**src/rtl/edge_irq_pkg.sv**
```systemverilog
package edge_irq_pkg;

   // register selected by the bus address
   typedef enum logic [1:0] {
      SEL_NONE,
      SEL_RISE,
      SEL_FALL,
      SEL_STAT
   } reg_sel_e;

   // default source assignment
   localparam int SRC_CONV_DONE  = 11;
   localparam int SRC_PANEL_XP   = 12;
   localparam int SRC_PANEL_XM   = 13;
   localparam int SRC_LINE_CLIP  = 14;
   localparam int SRC_SOUND_CLIP = 15;

endpackage

```
**src/rtl/eirq_cell.sv**
```systemverilog
module eirq_cell (
   input  logic clk,
   input  logic rst_n,
   input  logic src,
   input  logic rise_en,
   input  logic fall_en,
   input  logic clr,
   output logic stat
);
   logic src_q;
   logic hit;

   assign hit = (rise_en & src & ~src_q) | (fall_en & ~src & src_q);

   always_ff @(posedge clk) begin
      if (!rst_n) begin
         src_q <= 1'b0;
         stat  <= 1'b0;
      end else begin
         src_q <= src;
         stat  <= (stat | hit) & ~clr;
      end
   end
endmodule

```
**src/rtl/eirq_regs.sv**
```systemverilog
module eirq_regs
   import edge_irq_pkg::*;
#(
   parameter int          NUM_SRC   = 16,
   parameter int          DATA_W    = 16,
   parameter int          ADDR_W    = 4,
   parameter int unsigned RISE_ADDR = 2,
   parameter int unsigned FALL_ADDR = 3,
   parameter int unsigned STAT_ADDR = 4
) (
   input  logic               clk,
   input  logic               rst_n,
   input  logic [ADDR_W-1:0]  addr,
   input  logic               wr,
   input  logic [DATA_W-1:0]  wdata,
   input  logic [NUM_SRC-1:0] stat,
   output logic [NUM_SRC-1:0] rise_en,
   output logic [NUM_SRC-1:0] fall_en,
   output logic [NUM_SRC-1:0] clr_eff,
   output logic [DATA_W-1:0]  rdata
);
   localparam int PAD_W = DATA_W - NUM_SRC;

   reg_sel_e           sel;
   logic [NUM_SRC-1:0] clr_q;
   logic [NUM_SRC-1:0] wmask;
   logic [NUM_SRC-1:0] view;

   assign wmask = wdata[NUM_SRC-1:0];

   always_comb begin
      if (addr == ADDR_W'(RISE_ADDR))      sel = SEL_RISE;
      else if (addr == ADDR_W'(FALL_ADDR)) sel = SEL_FALL;
      else if (addr == ADDR_W'(STAT_ADDR)) sel = SEL_STAT;
      else                                 sel = SEL_NONE;
   end

   always_ff @(posedge clk) begin
      if (!rst_n) begin
         rise_en <= '0;
         fall_en <= '0;
         clr_q   <= '0;
      end else if (wr) begin
         case (sel)
            SEL_RISE: rise_en <= wmask;
            SEL_FALL: fall_en <= wmask;
            SEL_STAT: clr_q   <= wmask;
            default:  ;
         endcase
      end
   end

   // a clear write acts in its own cycle, so a release lets a same-cycle edge in
   assign clr_eff = (wr && sel == SEL_STAT) ? wmask : clr_q;

   always_comb begin
      case (sel)
         SEL_RISE: view = rise_en;
         SEL_FALL: view = fall_en;
         SEL_STAT: view = stat;
         default:  view = '0;
      endcase
   end

   generate
      if (PAD_W > 0) begin : g_pad
         assign rdata = {{PAD_W{1'b0}}, view};
      end else begin : g_nopad
         assign rdata = view;
      end
   endgenerate
endmodule

```
**src/rtl/edge_irq_ctrl.sv**
```systemverilog
module edge_irq_ctrl
   import edge_irq_pkg::*;
#(
   parameter int          NUM_SRC   = 16,
   parameter int          DATA_W    = 16,
   parameter int          ADDR_W    = 4,
   parameter int unsigned RISE_ADDR = 2,
   parameter int unsigned FALL_ADDR = 3,
   parameter int unsigned STAT_ADDR = 4
) (
   input  logic               clk,
   input  logic               rst_n,
   input  logic [ADDR_W-1:0]  bus_addr,
   input  logic               bus_wr,
   input  logic [DATA_W-1:0]  bus_wdata,
   output logic [DATA_W-1:0]  bus_rdata,
   input  logic [NUM_SRC-1:0] src_i,
   output logic               irq_o
);
   localparam int unsigned ADDR_SPAN = 1 << ADDR_W;

   generate
      if (NUM_SRC < 1 || NUM_SRC > DATA_W) begin : g_bad_src
         $error("edge_irq_ctrl: NUM_SRC must be 1..DATA_W");
      end
      if (RISE_ADDR >= ADDR_SPAN || FALL_ADDR >= ADDR_SPAN || STAT_ADDR >= ADDR_SPAN) begin : g_bad_addr
         $error("edge_irq_ctrl: register address outside bus range");
      end
      if (RISE_ADDR == FALL_ADDR || RISE_ADDR == STAT_ADDR || FALL_ADDR == STAT_ADDR) begin : g_dup_addr
         $error("edge_irq_ctrl: register addresses must differ");
      end
   endgenerate

   logic [NUM_SRC-1:0] rise_en;
   logic [NUM_SRC-1:0] fall_en;
   logic [NUM_SRC-1:0] clr_eff;
   logic [NUM_SRC-1:0] stat_q;

   eirq_regs #(
      .NUM_SRC  (NUM_SRC),
      .DATA_W   (DATA_W),
      .ADDR_W   (ADDR_W),
      .RISE_ADDR(RISE_ADDR),
      .FALL_ADDR(FALL_ADDR),
      .STAT_ADDR(STAT_ADDR)
   ) u_regs (
      .clk    (clk),
      .rst_n  (rst_n),
      .addr   (bus_addr),
      .wr     (bus_wr),
      .wdata  (bus_wdata),
      .stat   (stat_q),
      .rise_en(rise_en),
      .fall_en(fall_en),
      .clr_eff(clr_eff),
      .rdata  (bus_rdata)
   );

   generate
      for (genvar i = 0; i < NUM_SRC; i++) begin : g_src
         eirq_cell u_cell (
            .clk    (clk),
            .rst_n  (rst_n),
            .src    (src_i[i]),
            .rise_en(rise_en[i]),
            .fall_en(fall_en[i]),
            .clr    (clr_eff[i]),
            .stat   (stat_q[i])
         );
      end
   endgenerate

   assign irq_o = |stat_q;
endmodule

```
**config.mk**
```make
export PLATFORM = sky130hd
export DESIGN_NAME = edge_irq_ctrl
export DESIGN_NICKNAME = d
export VERILOG_FILES = /design/src/rtl/edge_irq_pkg.sv /design/src/rtl/eirq_cell.sv /design/src/rtl/eirq_regs.sv /design/src/rtl/edge_irq_ctrl.sv
export SDC_FILE = /design/constraint.sdc
export NUM_CORES = 1
export LEC_CHECK = 0
export CORE_MARGIN = 2
export CORE_UTILIZATION = 60
export CTS_BUF_LIST = sky130_fd_sc_hd__clkbuf_4 sky130_fd_sc_hd__clkbuf_8
export CTS_CLUSTER_DIAMETER = 100
export CTS_CLUSTER_SIZE = 14
export DETAILED_ROUTE_END_ITERATION = 10
export DONT_BUFFER_PORTS = 1
export PLACE_DENSITY_LB_ADDON = 0.3
export SYNTH_ARGS = -nofsm -noshare
export SYNTH_HDL_FRONTEND = slang
export SYNTH_SLANG_ARGS = --single-unit
```
**constraint.sdc**
```tcl
create_clock -name clk -period 2.2 [get_ports clk]
set_input_delay 0.44 -clock clk [delete_from_list [all_inputs] [get_ports clk]]
set_output_delay 0.44 -clock clk [all_outputs]
set_load 0.01 [all_outputs]
```
==> results of run 1 <==
[layer usage]
| layer | share of wire, % | GRT usage (%) |
|---|---|---|
| met5 | 0 | 0 |
| met4 | 1.4 | 10.18 |
| met3 | 7.4 | 7.273 |
| met2 | 47 | 39.74 |
| met1 | 45 | 33.60 |
[how the worst max path moves through the flow]
stage               endpoint  cells after the start  slack [ns]
3_3_place_gp    bus_rdata[4]                      4        0.46
5_1_grt                irq_o                      2        0.34
3_5_place_dp    bus_rdata[4]                      4        0.47
6_report               irq_o                      2        0.44
2_1_floorplan  bus_rdata[10]                      4        0.33
4_1_cts                irq_o                      2        0.42
[critical path, cell delays in order, from the launching register on]
cell	delay, ns
dfxtp_1	0.34
nor4_1	0.37
nand4_1	0.27
[cell usage in the layout (no fill, tap or decap), drive strengths merged, types with 2 or more instances in the layout]
cell,count
and2,16
nand3b,16
bufinv,2
nor3b,2
dfxtp,80
nor4b,2
mux2i,32
inv,18
a21oi,16
clkbuf,12
o2111a,16
a222oi,16
nor4,4
nand3,17
buf,7
o21ai,32
nand2,64
[registers in the layout (all words and copies together), names as in the netlist]
name / cells
g_src.u_cell.src_q: 16
u_regs.clr_q: 16
u_regs.rise_en: 16
g_src.u_cell.stat: 16
u_regs.fall_en: 16
[power by group]
| part | switching [uW] | internal (uW) |
|---|---|---|
| Combinational | 56.9 | 45.1 |
| Sequential | 16.5 | 1480 |
| Clock | 497 | 706 |
| Total | 570 | 2230 |
[logic make-up (layout without fill, tap and decap cells)]
kind of cell / count (synthesis) / after routing
mux: 32 / 32
simple gates: 124 / 124
flops: 80 / 80
compound gates: 80 / 80
buf+inv: 41 / 40
[final cells by class]
type	instances	share of cell area, %
timing repair buffer	7	2.117
multi-input combinational	236	43.77
sequential	80	43.70
clock buffer	12	4.336
clock inverter	3	1.775
tap	72	2.458
inverter	18	1.844
[metrics by stage]
stage	util (%)	hold slack, ns
4_1_cts	67.38	0.1966
3_5_place_dp	63.26	0.4561
6_report	67.38	0.2087
5_1_grt	67.38	0.1888
3_3_place_gp	63.26	0.4480
2_1_floorplan	-	0.4442
==> flow_summary.ini, run 1 <==
[global_routing]
grt_pass1_vias = 2511
grt_pass1_wl_um = 12220
antenna_found_initial = 0
grtUsageTotal_pct = 25.54
grt_remaining_overflow = 0
grt_max_degree = 82

[timing]
finClkSkew_ns = 0.006354
timing.setup.tns_ns = 0
timing.fmax_mhz = 567.3
setup_viol = 0
tightest_slew_ns = 0.5558
rsz0062_at_grt = false
finalCriticalPeriod_ns = 1.763
max_slew_margin_pct = 62.91
fin_ws_ns = 0.4374
finalCritPeriodShare_pct = 80.12
hold_violations = 0
maxSlewViolCount = 0

[clock_tree]
cts_resized = 0
cts_buffers = 9
clk_path_buf_depth = 2
hold_buffers = 0
cts_sinks = 80
path_clk_slew_ns = 0.08
htree_levels = 3
cts_tree = yes
cts_setup_buffers = 0
cts-root-buf = clkbuf_8
clock_latency_ns = 0.35

[yosys]
synth-adder-area-share_pct = 0
ys_ff_latch = 80
synthMuxAreaShare_pct = 9.556
yosysSeqAreaShare_pct = 47.78
yosys-top-cells-area = dfxtp_1 48%, mux2i_1 9.6%, nand2_1 7.2%, o2111a_1 5.4%, a222oi_1 4.8%
syn_inst = 357
synth_xor_area_share_pct = 0
ys_types = 22
synth_compound_area_share_pct = 18.44
synth.most_common_cell = dfxtp_1
yosys.area.top_type_share_pct = 47.78
synthFlopType = dfxtp_1
synth_nets = 396
synth.largest_area_cell = dfxtp_1
synth_area_sq_um = 3352
synth-edff-count = 0
synth_top_family_by_area = simple AND/OR/NAND/NOR gates
ys_warn_count = 0
ys_top_cells_by_count = 80 x dfxtp_1, 64 x nand2_1, 32 x mux2i_1, 22 x o21ai_0, 18 x inv_1
synthArstFlopShare_pct = 0
syn-mean-instance-area_sq_um = 9.389
synthSimpleGateAreaFrac_pct = 19.26

[pwr]
ir_drop_uv = 397.8
power_uw = 2798
power_density_nw_per_um2 = 763.5
leakage_uw = 0.001451

[min_path]
hold_depth = 1
hp-class = in2reg
hold_start = src_i[7]
hold_end = g_src[7].u_cell.src_q

[place]
dpl.hpwl_um = 4853
dp.cells = 413
gp_congestion = 0.7300
port-buffer-count = 0
place_area_sq_um = 3441
place_ws_ns = 0.4694

[worst_setup_path]
worstPathRequired_ns = 1.76
reg2reg_to = g_src[8].u_cell.stat
cp_max_fo = 3
r2r-start = u_regs.rise_en[8]
reg2regPathDepth = 3
r2r_slack_ns = 1.29
path_class = reg2out
startpoint_type = register
crit_path_end_kind = output port
cp.arrival_ns = 1.32
cp-startpoint = g_src[2].u_cell.stat

[detailed_routing]
ant_nets = 0
wl_um = 7522
drc = 0
wire_per_inst_um = 17.57
drtIter0Drc = 308
num_vias = 2621
via_per_inst = 6.124
first_pass_iters = 7

[final_layout]
regArea_sq_um = 1602
layout.nets = 391
antennaDiodeCount = 0
final_cells = 428
n_fill_cell = 436
final_cell_area_sq_um = 3665
multi_input_area_sq_um = 1604
syn2layout_area_growth_pct = 9.332
drive_above_1_share_pct = 10.39

[die]
row_count = 27
fp.dieW_um = 78.75
coreArea_sq_um = 5439
die_height_um = 78.75
ios = 56
dieArea_sq_um = 6201
start_util_pct = 61.63

[run_status]
status = complete, no violations

[run]
cap_violations = 0
Note: power is estimated with default switching activity, not from simulation.
==> run 2: changes to the inputs <==
--- a/config.mk
+++ b/config.mk
@@ -6,7 +6,7 @@
 export NUM_CORES = 1
 export LEC_CHECK = 0
 export CORE_MARGIN = 2
-export CORE_UTILIZATION = 60
+export CORE_UTILIZATION = 59
 export CTS_BUF_LIST = sky130_fd_sc_hd__clkbuf_4 sky130_fd_sc_hd__clkbuf_8
 export CTS_CLUSTER_DIAMETER = 100
 export CTS_CLUSTER_SIZE = 14
==> constraint.sdc (replaced) <==
create_clock -name clk -period 1.54 [get_ports clk]
set_input_delay 0.308 -clock clk [delete_from_list [all_inputs] [get_ports clk]]
set_output_delay 0.308 -clock clk [all_outputs]
set_load 0.01 [all_outputs]
==> flow_summary.ini, run 2 (synthesis results as in run 1) <==
[final_layout]
regArea_sq_um = 1615
multi_input_area_sq_um = 1647
drive_above_1_share_pct = 14.29
layout.nets = 393
n_fill_cell = 410
final_cell_area_sq_um = 3732
mostFrequentLayoutCells = 71 x dfxtp_1, 64 x nand2_1, 32 x mux2i_1, 22 x o21ai_0, 18 x inv_1
mostFrequentLayoutCell = dfxtp_1
syn2layout_area_growth_pct = 11.35
antennaDiodeCount = 0
postLayoutCoreUtil_pct = 67.78
final_cells = 429

[detailed_routing]
drtIter0Drc = 243
first_pass_iters = 5
drc = 0
wl_um = 7685
via_per_inst = 6.340
ant_nets = 0
num_vias = 2720
wire_per_inst_um = 17.91

[timing]
tightest_slew_ns = 0.5621
finalCritPeriodShare_pct = 98.73
finClkSkew_ns = 0.006703
timing.fmax_mhz = 657.7
rsz0062_at_grt = true
maxSlewViolCount = 0
hold_violations = 0
finalCriticalPeriod_ns = 1.520
max_slew_margin_pct = 62.48
setup_viol = 0

[run]
cap_violations = 0

[global_routing]
grt_pass1_wl_um = 12390
antenna_found_initial = 0
grtUsageTotal_pct = 25.63
grt_pass1_vias = 2641
grt_max_degree = 82
grt_remaining_overflow = 0

[die]
row_count = 27
die_height_um = 79.38
start_util_pct = 60.87
fp.dieW_um = 79.38
ios = 56
coreArea_sq_um = 5507
dieArea_sq_um = 6300

[clock_tree]
cts-root-buf = clkbuf_8
clock_latency_ns = 0.34
cts_sinks = 80
htree_levels = 3
path_clk_slew_ns = 0.08
cts_tree = yes
cts_buffers = 9
hold_buffers = 0
clk_path_buf_depth = 2

[min_path]
hp-class = in2reg

[worst_setup_path]
worstPathRequired_ns = 1.23
startpoint_type = register
cp.arrival_ns = 1.21
reg2regPathDepth = 3
r2r-start = u_regs.rise_en[12]
path_class = reg2out
crit_path_end_kind = output port
endpoint = bus_rdata[5]
cp-startpoint = g_src[5].u_cell.stat
reg2reg_to = g_src[12].u_cell.stat
r2r_slack_ns = 0.64
cp_max_fo = 3

[pwr]
power_frac_seq_pct = 54.3
switchingPower_uw = 814.9
leakage_uw = 0.001479
power_density_nw_per_um2 = 1052
power_frac_clock_pct = 41.8
ir_drop_uv = 499.1
internal_power_uw = 3113
p_sw_share_pct = 20.75
combPwrFrac_pct = 3.9

[run_status]
status = complete, no violations

[place]
dp.cells = 414
dpl.hpwl_um = 5131
place_area_sq_um = 3461
port-buffer-count = 0
gp_congestion = 0.7697
## run 2: cell types whose count changed in the layout (fill, tap and decap cells not counted)
cell	before	now
buf_12	2	3
buf_4	5	6
clkbuf_4	1	0
clkbuf_8	11	10
clkinv_2	1	2
dfxtp_1	80	71
dfxtp_2	0	8
dfxtp_4	0	1
nor4_1	4	0
nor4_2	0	2
nor4_4	0	2
## run 2: how the worst min path moves through the flow
stage / endpoint / cells past startpoint / slack (ns) / startpoint
2_1_floorplan: g_src[0].u_cell.src_q / 1 / 0.43 / src_i[0]
3_3_place_gp: g_src[2].u_cell.src_q / 1 / 0.43 / src_i[2]
3_5_place_dp: g_src[14].u_cell.src_q / 1 / 0.43 / src_i[14]
4_1_cts: g_src[10].u_cell.src_q / 1 / 0.07 / src_i[10]
5_1_grt: g_src[10].u_cell.src_q / 1 / 0.06 / src_i[10]
6_report: g_src[3].u_cell.src_q / 1 / 0.08 / src_i[3]
## run 2: final cells by class
type | count | share of cell area [%]
Multi-Input combinational cell | 236 | 44.12
Inverter | 18 | 1.810
Clock buffer | 10 | 3.688
Clock inverter | 4 | 1.877
Tap cell | 72 | 2.414
Timing Repair Buffer | 9 | 2.816
Sequential cell | 80 | 43.28
## run 2: power groups by stage
stage | clock network (uW) | registers (uW) | logic, uW
after floorplan | 0 | 2170 | 142
after global placement | 0 | 2180 | 145
after detailed placement | 0 | 2180 | 149
after CTS | 1660 | 2130 | 152
after global routing | 1750 | 2140 | 165
final | 1640 | 2130 | 152
## run 2: through the flow
step	power, uW	setup TNS, ns	hold WS, ns	worst slack, ns
after floorplan	2316	0	0.4297	0.004349
after global placement	2324	0	0.4300	0.04569
after detailed placement	2331	-0.03591	0.4336	-0.02419
after CTS	3944	0	0.07105	0.004139
after global routing	4053	-0.1733	0.05823	-0.03503
final	3927	0	0.08058	0.01957
## run 2: critical path, stage by stage (launching register included)
cell,delay (ns)
dfxtp_4,0.35
a222oi_1,0.38
inv_1,0.14
## run 2: timing repair
action	4_1_cts	5_1_grt
resized for setup	6	10
setup endpoints to repair	1	8
pin swaps	4	7
hold endpoints to repair	0	0
buffers inserted	0	1
## run 2: layer usage
metal / global-route usage, % / wire [um]
met5: 0 / 0
met4: 10.69 / 121
met1: 32.68 / 3308
met2: 41.61 / 3742
met3: 6.222 / 513
==> run 3: changes to the inputs <==
--- a/config.mk
+++ b/config.mk
@@ -5,6 +5,7 @@
 export SDC_FILE = /design/constraint.sdc
 export NUM_CORES = 1
 export LEC_CHECK = 0
+export CORE_ASPECT_RATIO = 1.5
 export CORE_MARGIN = 2
 export CORE_UTILIZATION = 59
 export CTS_BUF_LIST = sky130_fd_sc_hd__clkbuf_4 sky130_fd_sc_hd__clkbuf_8
==> flow_summary.ini, run 3 (synthesis results as in run 1) <==
[run_status]
status = complete, no violations

[timing]
hold_violations = 0
rsz0062_at_grt = true
max_slew_margin_pct = 61.51
setup_viol = 0
tightest_slew_ns = 0.5768
hold_slack_ns = 0.07666
finalCritPeriodShare_pct = 99.55
maxSlewViolCount = 0
timing.fmax_mhz = 652.3
finClkSkew_ns = 0.006318
finalCriticalPeriod_ns = 1.533
timing.setup.tns_ns = 0

[worst_setup_path]
worstPathRequired_ns = 1.23
cp_max_fo = 6
cp.arrival_ns = 1.23
r2r-start = u_regs.rise_en[15]
r2r_slack_ns = 0.61
reg2reg_to = g_src[15].u_cell.stat
reg2regPathDepth = 3
startpoint_type = input pin
path_class = in2out
crit_path_end_kind = output port

[die]
start_util_pct = 61.04
fp.dieW_um = 65.54
coreArea_sq_um = 5492
row_count = 33
die_height_um = 96.32
dieArea_sq_um = 6312
ios = 56

[global_routing]
grt_pass1_vias = 2715
grt_pass1_wl_um = 12790
grtUsageTotal_pct = 27.18
antenna_found_initial = 0
grt_remaining_overflow = 0
grt_max_degree = 82

[pwr]
ir_drop_uv = 861.2
combPwrFrac_pct = 4.0
switchingPower_uw = 845.4
p_sw_share_pct = 20.39
power_frac_clock_pct = 44.5
leakage_uw = 0.001541
power_density_nw_per_um2 = 1079
internal_power_uw = 3302
power_frac_seq_pct = 51.4

[clock_tree]
cts_sinks = 80
htree_levels = 3
cts_tree = yes
cts-root-buf = clkbuf_8
cts_buffers = 9
path_clk_slew_ns = 0.08
clk_path_buf_depth = 2
clock_latency_ns = 0.35
hold_buffers = 0

[final_layout]
postLayoutCoreUtil_pct = 70.02
regArea_sq_um = 1618
drive_above_1_share_pct = 16.44
final_cells = 435
antennaDiodeCount = 0
n_fill_cell = 411
mostFrequentLayoutCell = dfxtp_1
syn2layout_area_growth_pct = 14.71
final_cell_area_sq_um = 3845
multi_input_area_sq_um = 1667
layout.nets = 399
mostFrequentLayoutCells = 69 x dfxtp_1, 64 x nand2_1, 32 x mux2i_1, 22 x o21ai_0, 18 x inv_1

[detailed_routing]
wire_per_inst_um = 18.51
drtIter0Drc = 244
via_per_inst = 6.301
drc = 0
num_vias = 2741
ant_nets = 0
wl_um = 8052
first_pass_iters = 8

[place]
dpl.hpwl_um = 5267
place_area_sq_um = 3473
dp.cells = 414
port-buffer-count = 0
gp_congestion = 0.7413

[min_path]
hold_end = g_src[6].u_cell.src_q
hp-class = in2reg
hold_start = src_i[6]
hold_depth = 1

[run]
cap_violations = 0
[run 3: changes by cell type in the layout (fill, tap and decap cells not counted), moves of 2 or more]
cell	before	now
buf_4	6	9
dfxtp_2	8	10
dfxtp_1	71	69
clkbuf_4	0	2
nor4_2	2	0
clkinvlp_4	0	2
buf_6	0	2
clkinv_2	2	0
[run 3: cell type report]
type	count	share of cell area [%]
multi-input cells	236	43.35
repair buffers	15	4.198
inverters	18	1.757
well taps	70	2.278
clock buffers	11	3.612
flip-flops and latches	80	42.08
clock inverters	5	2.733
[run 3: critical path, stage by stage]
cell and delay [ns]:
nor4b_4 0.34, buf_4 0.22, buf_4 0.16, a222oi_1 0.09, inv_1 0.12
[run 3: metrics by stage]
step | setup WS (ns) | total power, uW
after global placement | -0.5308 | 2330
after floorplan | 0.004349 | 2316
final | 0.006995 | 4147
after detailed placement | -0.4607 | 2334
after global routing | -0.07225 | 4273
after CTS | -0.01603 | 4161
[run 3: worst max path at each step]
| stage | cells after the start | slack (ns) | start | endpoint |
|---|---|---|---|---|
| after detailed placement | 4 | -0.46 | bus_addr[3] | bus_rdata[4] |
| after global routing | 2 | -0.07 | g_src[9].u_cell.stat | bus_rdata[9] |
| after floorplan | 4 | 0.004 | bus_addr[0] | bus_rdata[11] |
| after CTS | 2 | -0.02 | g_src[6].u_cell.stat | bus_rdata[6] |
| final | 5 | 0.007 | bus_addr[0] | bus_rdata[4] |
| after global placement | 4 | -0.53 | bus_addr[3] | bus_rdata[8] |
[run 3: repair_timing]
action | in CTS | in global routing
pin swaps | 5 | 8
gates cloned | 0 | 1
resized for setup | 11 | 11
buffers inserted | 2 | 3
endpoints found under the setup margin | 17 | 13
[run 3: power by group through the flow]
stage / clock, uW / sequential [uW] / combinational (uW)
6_report: 1850 / 2130 / 167
5_1_grt: 1950 / 2140 / 180
4_1_cts: 1870 / 2130 / 161
3_5_place_dp: 0 / 2180 / 153
3_3_place_gp: 0 / 2180 / 150
2_1_floorplan: 0 / 2170 / 142
[run 3: metal layers]
metal / track usage [%] / up-vias / share of wire (%)
met5: 0 / - / 0
met4: 15.28 / 0 / 3.9
met3: 6.316 / 23 / 6.2
met2: 47.62 / 93 / 52
met1: 29.92 / 1320 / 38
li1: - / 1305 / -
